### src/rtl/xlat_cfg_pkg.sv
package xlat_cfg_pkg;

  // Which part of a register one access touches.
  typedef enum logic [1:0] {
    LANE_NONE = 2'd0,
    LANE_FULL = 2'd1,
    LANE_HI   = 2'd2,
    LANE_LO   = 2'd3
  } lane_e;

  // Byte distance between the upper-half and lower-half slots of a word.
  localparam int HALF_BYTES = 4;

endpackage

### src/rtl/xlat_cfg_decode.sv
module xlat_cfg_decode
  import xlat_cfg_pkg::*;
#(
  parameter int                    ADDR_W = 8,
  parameter int                    NREG   = 2,
  parameter logic [NREG*ADDR_W-1:0] OFFS  = '0
) (
  input  logic [ADDR_W-1:0] addr,
  input  logic              wide,
  output lane_e             lane_o [NREG]
);

  for (genvar i = 0; i < NREG; i++) begin : g_slot
    localparam logic [ADDR_W-1:0] OFF_HI = OFFS[i*ADDR_W +: ADDR_W];
    localparam logic [ADDR_W-1:0] OFF_LO = OFF_HI + ADDR_W'(HALF_BYTES);

    always_comb begin
      if (addr == OFF_HI)      lane_o[i] = wide ? LANE_FULL : LANE_HI;
      else if (addr == OFF_LO) lane_o[i] = LANE_LO;
      else                     lane_o[i] = LANE_NONE;
    end
  end

endmodule

### src/rtl/xlat_cfg_word.sv
module xlat_cfg_word
  import xlat_cfg_pkg::*;
#(
  parameter int W = 64
) (
  input  logic         clk,
  input  logic         rst_n,
  input  logic         we,
  input  lane_e        lane,
  input  logic [W-1:0] wdata,
  output logic [W-1:0] q,
  output logic [W-1:0] rd_view
);

  localparam int H = W / 2;

  always_ff @(posedge clk or negedge rst_n) begin
    if (!rst_n) begin
      q <= '0;
    end else if (we) begin
      case (lane)
        LANE_FULL: q          <= wdata;
        LANE_HI:   q[W-1:H]   <= wdata[H-1:0];
        LANE_LO:   q[H-1:0]   <= wdata[H-1:0];
        default:   ;
      endcase
    end
  end

  // Half reads come back right-aligned with a zero upper half.
  always_comb begin
    case (lane)
      LANE_FULL: rd_view = q;
      LANE_HI:   rd_view = {{H{1'b0}}, q[W-1:H]};
      LANE_LO:   rd_view = {{H{1'b0}}, q[H-1:0]};
      default:   rd_view = '0;
    endcase
  end

endmodule

### src/rtl/xlat_cfg_rsp.sv
module xlat_cfg_rsp #(
  parameter int W = 64
) (
  input  logic         clk,
  input  logic         rst_n,
  input  logic         capture,
  input  logic [W-1:0] data,
  input  logic         rsp_ready,
  output logic         rsp_valid,
  output logic [W-1:0] rsp_rdata
);

  always_ff @(posedge clk or negedge rst_n) begin
    if (!rst_n) begin
      rsp_valid <= 1'b0;
      rsp_rdata <= '0;
    end else if (capture) begin
      rsp_valid <= 1'b1;
      rsp_rdata <= data;
    end else if (rsp_ready) begin
      rsp_valid <= 1'b0;
    end
  end

endmodule

### src/rtl/xlat_cfg_regs.sv
module xlat_cfg_regs
  import xlat_cfg_pkg::*;
#(
  parameter int                ADDR_W    = 8,
  parameter int                DATA_W    = 64,
  parameter logic [ADDR_W-1:0] CTRL_OFF  = 8'h00,
  parameter logic [ADDR_W-1:0] BASE_OFF  = 8'h08,
  parameter logic [ADDR_W-1:0] FLUSH_OFF = 8'h10
) (
  input  logic              clk,
  input  logic              rst_n,
  input  logic              req_valid,
  output logic              req_ready,
  input  logic [ADDR_W-1:0] req_addr,
  input  logic              req_write,
  input  logic              req_wide,
  input  logic [DATA_W-1:0] req_wdata,
  output logic              rsp_valid,
  input  logic              rsp_ready,
  output logic [DATA_W-1:0] rsp_rdata,
  output logic [DATA_W-1:0] ctrl_q,
  output logic [DATA_W-1:0] tbase_q
);

  localparam int NREG = 2;
  localparam logic [NREG*ADDR_W-1:0] OFFS = {BASE_OFF, CTRL_OFF};

  logic              fire, wr_fire, rd_fire;
  lane_e             lanes   [NREG];
  logic [DATA_W-1:0] word_q  [NREG];
  logic [DATA_W-1:0] word_rd [NREG];
  logic [DATA_W-1:0] rd_mux;

  // A held response blocks new requests; the flush slot and any other
  // offset simply fall outside the decode and act as nothing.
  assign req_ready = !rsp_valid || rsp_ready;
  assign fire      = req_valid && req_ready;
  assign wr_fire   = fire && req_write;
  assign rd_fire   = fire && !req_write;

  xlat_cfg_decode #(
    .ADDR_W (ADDR_W),
    .NREG   (NREG),
    .OFFS   (OFFS)
  ) u_dec (
    .addr   (req_addr),
    .wide   (req_wide),
    .lane_o (lanes)
  );

  for (genvar i = 0; i < NREG; i++) begin : g_word
    xlat_cfg_word #(.W(DATA_W)) u_word (
      .clk     (clk),
      .rst_n   (rst_n),
      .we      (wr_fire),
      .lane    (lanes[i]),
      .wdata   (req_wdata),
      .q       (word_q[i]),
      .rd_view (word_rd[i])
    );
  end

  always_comb begin
    rd_mux = '0;
    for (int i = 0; i < NREG; i++) rd_mux |= word_rd[i];
  end

  xlat_cfg_rsp #(.W(DATA_W)) u_rsp (
    .clk       (clk),
    .rst_n     (rst_n),
    .capture   (rd_fire),
    .data      (rd_mux),
    .rsp_ready (rsp_ready),
    .rsp_valid (rsp_valid),
    .rsp_rdata (rsp_rdata)
  );

  assign ctrl_q  = word_q[0];
  assign tbase_q = word_q[1];

endmodule

### config.mk
export PLATFORM = sky130hd
export DESIGN_NAME = xlat_cfg_regs
export DESIGN_NICKNAME = d
export VERILOG_FILES = /design/src/rtl/xlat_cfg_pkg.sv /design/src/rtl/xlat_cfg_decode.sv /design/src/rtl/xlat_cfg_word.sv /design/src/rtl/xlat_cfg_rsp.sv /design/src/rtl/xlat_cfg_regs.sv
export SDC_FILE = /design/constraint.sdc
export NUM_CORES = 1
export LEC_CHECK = 0
export ABC_CLOCK_PERIOD_IN_PS = 3700
export BUFFER_PORTS_ARGS = -buffer_cell sky130_fd_sc_hd__buf_2
export CORE_MARGIN = 3
export CORE_UTILIZATION = 55
export DETAILED_ROUTE_END_ITERATION = 6
export PLACE_DENSITY = 0.85
export SLEW_MARGIN = 10
export SYNTH_ARGS = -nofsm -noshare
export SYNTH_HDL_FRONTEND = slang
export SYNTH_SLANG_ARGS = --single-unit
### constraint.sdc
create_clock -name clk -period 3.7 [get_ports clk]
set_input_delay 0.37 -clock clk [delete_from_list [all_inputs] [get_ports clk]]
set_output_delay 0.37 -clock clk [all_outputs]
set_load 0.1 [all_outputs]
[Word level (Yosys, flattened, before mapping)]
Index checks and enable logic that the tools add are counted.
Operators by class
  bitwise gates (word level): 1
  mux-type cells: 11
  reduce and logical (&&, ||, !) cells: 16
  equality and inequality tests: 9
Operators by type and width (number)
  case mux 64 bit (3 select lines): 2
  case mux 32 bit (2 select lines): 2
  bitwise OR 64 bit: 1
  equality test 8 x 4 -> 1 bit, second input constant: 2
  two-way mux 2 bit: 5
  equality test 2 bit, second input constant: 4
  equality test 8 x 3 -> 1 bit, second input constant: 1
  zero test 8 bit: 1
  AND reduction 2 bit: 4
  nonzero test 2 bit: 3
  equality test 2 x 1 -> 1 bit, second input constant: 2
  OR reduction 2 bit: 2
  logical AND 1 bit: 3
  zero test 1 bit: 2
  two-way mux 1 bit: 2
  logical OR 1 bit: 1
Storage, ports and cells
  input port bits: 78
  output and inout bits: 194
  register bits after elaboration: 193

[Longest topological paths before layout]
  depth after elaboration: 6
  mapped depth: 7
  gate-level depth less buffers: 4

[By module]
From an unflattened synthesis, not the netlist that was laid out.
Second synthesis, totals
  cells, all modules: 940
  area total of the unflattened synthesis: 10259.8 sq um
Modules (own cells, without submodules)
  xlat_cfg_word: sequential area each 1601.5 sq um, area an instance 3579.7 sq um, instances 2, cells an instance 363
  xlat_cfg_rsp: sequential area each 1626.6 sq um, area an instance 2615.0 sq um, instances 1, cells an instance 138
  xlat_cfg_regs: sequential area each 0.0 sq um, area an instance 429.2 sq um, instances 1, cells an instance 67
  xlat_cfg_decode: sequential area each 0.0 sq um, area an instance 56.3 sq um, instances 1, cells an instance 9

[Worst setup path after synthesis]
OpenSTA, ideal clock, no wires.
  kind: register to register
  start: register u_rsp.rsp_valid
  end: register g_word[0].u_word.q[11]
  period minus slack after synthesis: 3301 ps
  data arrival time: 3175 ps
  cell stages (with the launch flop): 6
  path slack: 399 ps
  buffers on the path: 1
  library setup time: 126 ps
  cells stage by stage: dfrtp_1 > nand2b_1 > nand3_1 > nor4_4 > buf_6 > mux2_2
Between the ends
  longest elaborated chain between the ends: 5
RTL lines
  start: declaration: line xlat_cfg_rsp.sv:9  | output logic rsp_valid,
  start signal: assignment: line xlat_cfg_rsp.sv:15  | rsp_valid <= 1'b0;
  start signal: assignment: line xlat_cfg_rsp.sv:18  | rsp_valid <= 1'b1;
  start signal: assignment: line xlat_cfg_rsp.sv:21  | rsp_valid <= 1'b0;
  zero test 1 bit: line xlat_cfg_regs.sv:36  | assign req_ready = !rsp_valid || rsp_ready;
  logical OR 1 bit: line xlat_cfg_regs.sv:36
  via req_ready: line xlat_cfg_regs.sv:13  | output logic req_ready,
  logical AND 1 bit: line xlat_cfg_regs.sv:37  | assign fire = req_valid && req_ready;
  logical AND 1 bit: line xlat_cfg_regs.sv:38  | assign wr_fire = fire && req_write;
  AND reduction 2 bit (no source line)
  end signal: assignment: line xlat_cfg_word.sv:22  | LANE_FULL: q <= wdata;
  end signal: indexed assignment: line xlat_cfg_word.sv:23  | LANE_HI: q[W-1:H] <= wdata[H-1:0];
  end signal: indexed assignment: line xlat_cfg_word.sv:24  | LANE_LO: q[H-1:0] <= wdata[H-1:0];
  end: declaration: line xlat_cfg_word.sv:11  | output logic [W-1:0] q,
The timed path passes the listed nets, and every way through them passes these cells.
A chain may end at the register's enable or synchronous reset.

[Worst setup path in the final report]
  start: register u_rsp.rsp_valid
  end: register g_word[0].u_word.q[11]
Between the ends
  longest elaborated chain between the ends: 5
RTL lines (line)
  zero test 1 bit: xlat_cfg_regs.sv:36
  logical OR 1 bit: xlat_cfg_regs.sv:36
  logical AND 1 bit: xlat_cfg_regs.sv:37
  logical AND 1 bit: xlat_cfg_regs.sv:38
  AND reduction 2 bit (no source line)
No other way between the ends.

==> results.py <==
metrics = {
    "logic_synthesis": {
        "syn_area_per_cell_sq_um": 13.47,
        "async_flop_share_pct": 100.0,
        "syn_area_sq_um": 8823,
        "ys_seq_area_share_pct": 54.74,
        "synth_edf_count": 0,
        "synth-seq-cells": 193,
        "synth_top_area_share_pct": 54.74,
        "ys_warn_count": 0,
        "synth-main-ff-cell": "dfrtp_1",
        "synthesis.instances": 655,
        "synth_area_leaders": "dfrtp_1 55%, mux2_2 19%, a221o_1 7.3%",
        "synth_nets": 733,
        "synth.distinct_cells": 26,
        "synth_top_area_cell": "dfrtp_1",
    },
    "timing": {
        "setup_violations": 0,
        "tightest_slew_ns": 1.085,
        "slew_viol_final": 0,
        "setup_ws_ns": 1.474,
        "fmax_mhz": 449.2,
        "period_share_pct": 60.16,
        "rsz0062_at_grt": "false",
        "finClkSkew_ns": 0.008718,
        "hold_ws_ns": 0.07281,
        "relSlewSlack_pct": 27.51,
        "fin_crit_ns": 2.226,
        "setup_tns_ns": 0,
        "hold_viol_final": 0,
    },
    "power": {
        "irDropWorstVdd_mv": 0.3144,
        "powerDensity_nw_per_um2": 422.0,
        "power_leakage_nw": 5.701,
        "totalPowerFinal_mw": 4.591,
    },
    "placement": {
        "port-buffer-count": 271,
        "dp.cells": 1097,
        "place_ws_ns": 1.183,
        "hpwl_um": 17110,
        "postPlaceCellArea_sq_um": 10330,
        "gp_congestion": 0.8138,
    },
    "finish": {
        "syn_to_final_growth_pct": 23.30,
        "utilization_pct": 70.52,
        "fin_area_sq_um": 10880,
        "fin_nets": 983,
        "antennaDiodeCount": 0,
        "drive_above_1_share_pct": 52.07,
        "instances_no_fill": 1127,
    },
    "global_routing": {
        "grt_start_max_net_pins": 104,
        "overflow": 0,
        "grt_pass1_wl_um": 38830,
        "grt_pass1_vias": 6846,
        "antenna_found_initial": 0,
        "grt_use_total_pct": 28.22,
    },
    "clocking": {
        "post_cts_resized": 0,
        "cts_num_sinks": 193,
        "ctsRootBufferMaster": "clkbuf_16",
        "cts_tree": "yes",
        "cts_buffers": 17,
        "htreeDepth": 4,
        "clk_pin_slew_ns": 0.07,
        "clock_latency_ns": 0.42,
        "post_cts_buffers": 0,
        "clockBufferDepth": 2,
        "hold_buffers": 0,
    },
    "die": {
        "rows": 45,
        "fp.dieW_um": 132.7,
        "fp.dieH_um": 132.7,
        "die_area_sq_um": 17600,
        "io-pin-count": 272,
        "start_util_pct": 57.19,
        "design.core.area_sq_um": 15430,
    },
    "setup_path": {
        "crit_path_end_kind": "flip-flop",
        "cp-start-kind": "flip-flop",
        "critPathArrivalTime_ns": 2.53,
        "cp.required_ns": 4.00,
        "critical_path_class": "reg2reg",
        "ff2ff_setup_slack_ns": 1.47,
        "crit_fanout": 24,
    },
    "route": {
        "num_vias": 6980,
        "viasPerCell": 6.193,
        "wl_per_cell_um": 22.36,
        "finalWirelength_um": 25200,
        "drc_errors": 0,
        "ant_nets": 0,
        "drtPass1Iterations": 5,
        "drt_iter0_drc": 435,
    },
    "flow_run": {
        "cap_violations": 0,
    },
    "run_status": {
        "run_status": "finished clean",
    },
    "hold_path": {
        "min_path_type": "in2async",
    },
}
[cells in the final DEF (no fill, tap or decap), types with 2 or more instances in the layout]
master / count
and2_1: 31
buf_2: 269
buf_4: 18
nor4b_4: 3
clkbuf_1: 4
nand3b_1: 33
clkbuf_8: 4
nand3_1: 65
nor4_4: 4
dfrtp_1: 193
mux2_1: 12
a31oi_1: 11
nor2_4: 2
a311oi_1: 21
mux2_2: 148
a221o_1: 64
clkinv_2: 3
clkbuf_16: 17
buf_12: 2
[sequential cells by signal, indices dropped and copies added, names as in the netlist]
name	count
u_rsp.rsp_rdata	64
u_rsp.rsp_valid	1
g_word.u_word.q	128
[synthesized netlist by cell type, types with 3 or more instances]
master	number
nor4_4	3
buf_6	9
buf_1	4
buf_2	11
clkbuf_1	32
and2_1	31
a221o_1	64
nor4b_4	3
nand3b_1	33
dfrtp_1	193
mux2_2	148
mux2_1	12
a31oi_1	11
buf_4	3
a311oi_1	21
nand3_1	65
[worst paths after layout]
path                                           startpoint                                  to  cells after the start
hold reg to reg            u_rsp.rsp_rdata[5]$_DFFE_PN0P_      u_rsp.rsp_rdata[5]$_DFFE_PN0P_                      1
min in group clk                            req_wdata[11]  g_word[1].u_word.q[11]$_DFFE_PN0P_                      2
setup reg to reg              u_rsp.rsp_valid$_DFFE_PN0P_  g_word[0].u_word.q[11]$_DFFE_PN0P_                      5
setup / recovery              u_rsp.rsp_valid$_DFFE_PN0P_  g_word[0].u_word.q[11]$_DFFE_PN0P_                      5
hold / removal                                      rst_n  g_word[1].u_word.q[16]$_DFFE_PN0P_                      1
max in group asynchronous                           rst_n  g_word[0].u_word.q[37]$_DFFE_PN0P_                      2
[kinds of logic after synthesis]
group | after synthesis | share of synthesized area [%]
buffers and inverters | 59 | 3.559
AOI/OAI and AO/OA | 96 | 10.12
muxes | 160 | 20.42
and+or+nand+nor | 147 | 11.16
DFF | 193 | 54.74
[layer usage]
metal	wire length [um]	GRT usage, %	vias up
li1	-	-	3005
met1	10170	37.74	3473
met2	11890	45.29	443
met3	2409	6.692	59
met4	729	10.33	0
met5	0	0	-
[layout make-up]
class	count	area (sq um)
sequential	193	4830
fill	1126	4548
multi-input combinational	403	3704
timing repair buffer	290	1533
clock buffer	25	495.5
tap	211	264.0
clock inverter	5	53.80
[critical path, cell delays in order, from the launching register on]
cell and delay, ns:
dfrtp_1 0.39, nand2b_1 0.20, nand3_1 0.36, nor4_4 0.33, buf_4 0.41, mux2_2 0.39
[where the power goes]
part	leakage (nW)	total (mW)	switching (mW)	internal, mW
sequential	2.68	2.20	0.0457	2.15
clock	0.273	1.74	0.745	0.991
combinational	2.74	0.656	0.519	0.137
(Power assumes the default switching activity.)
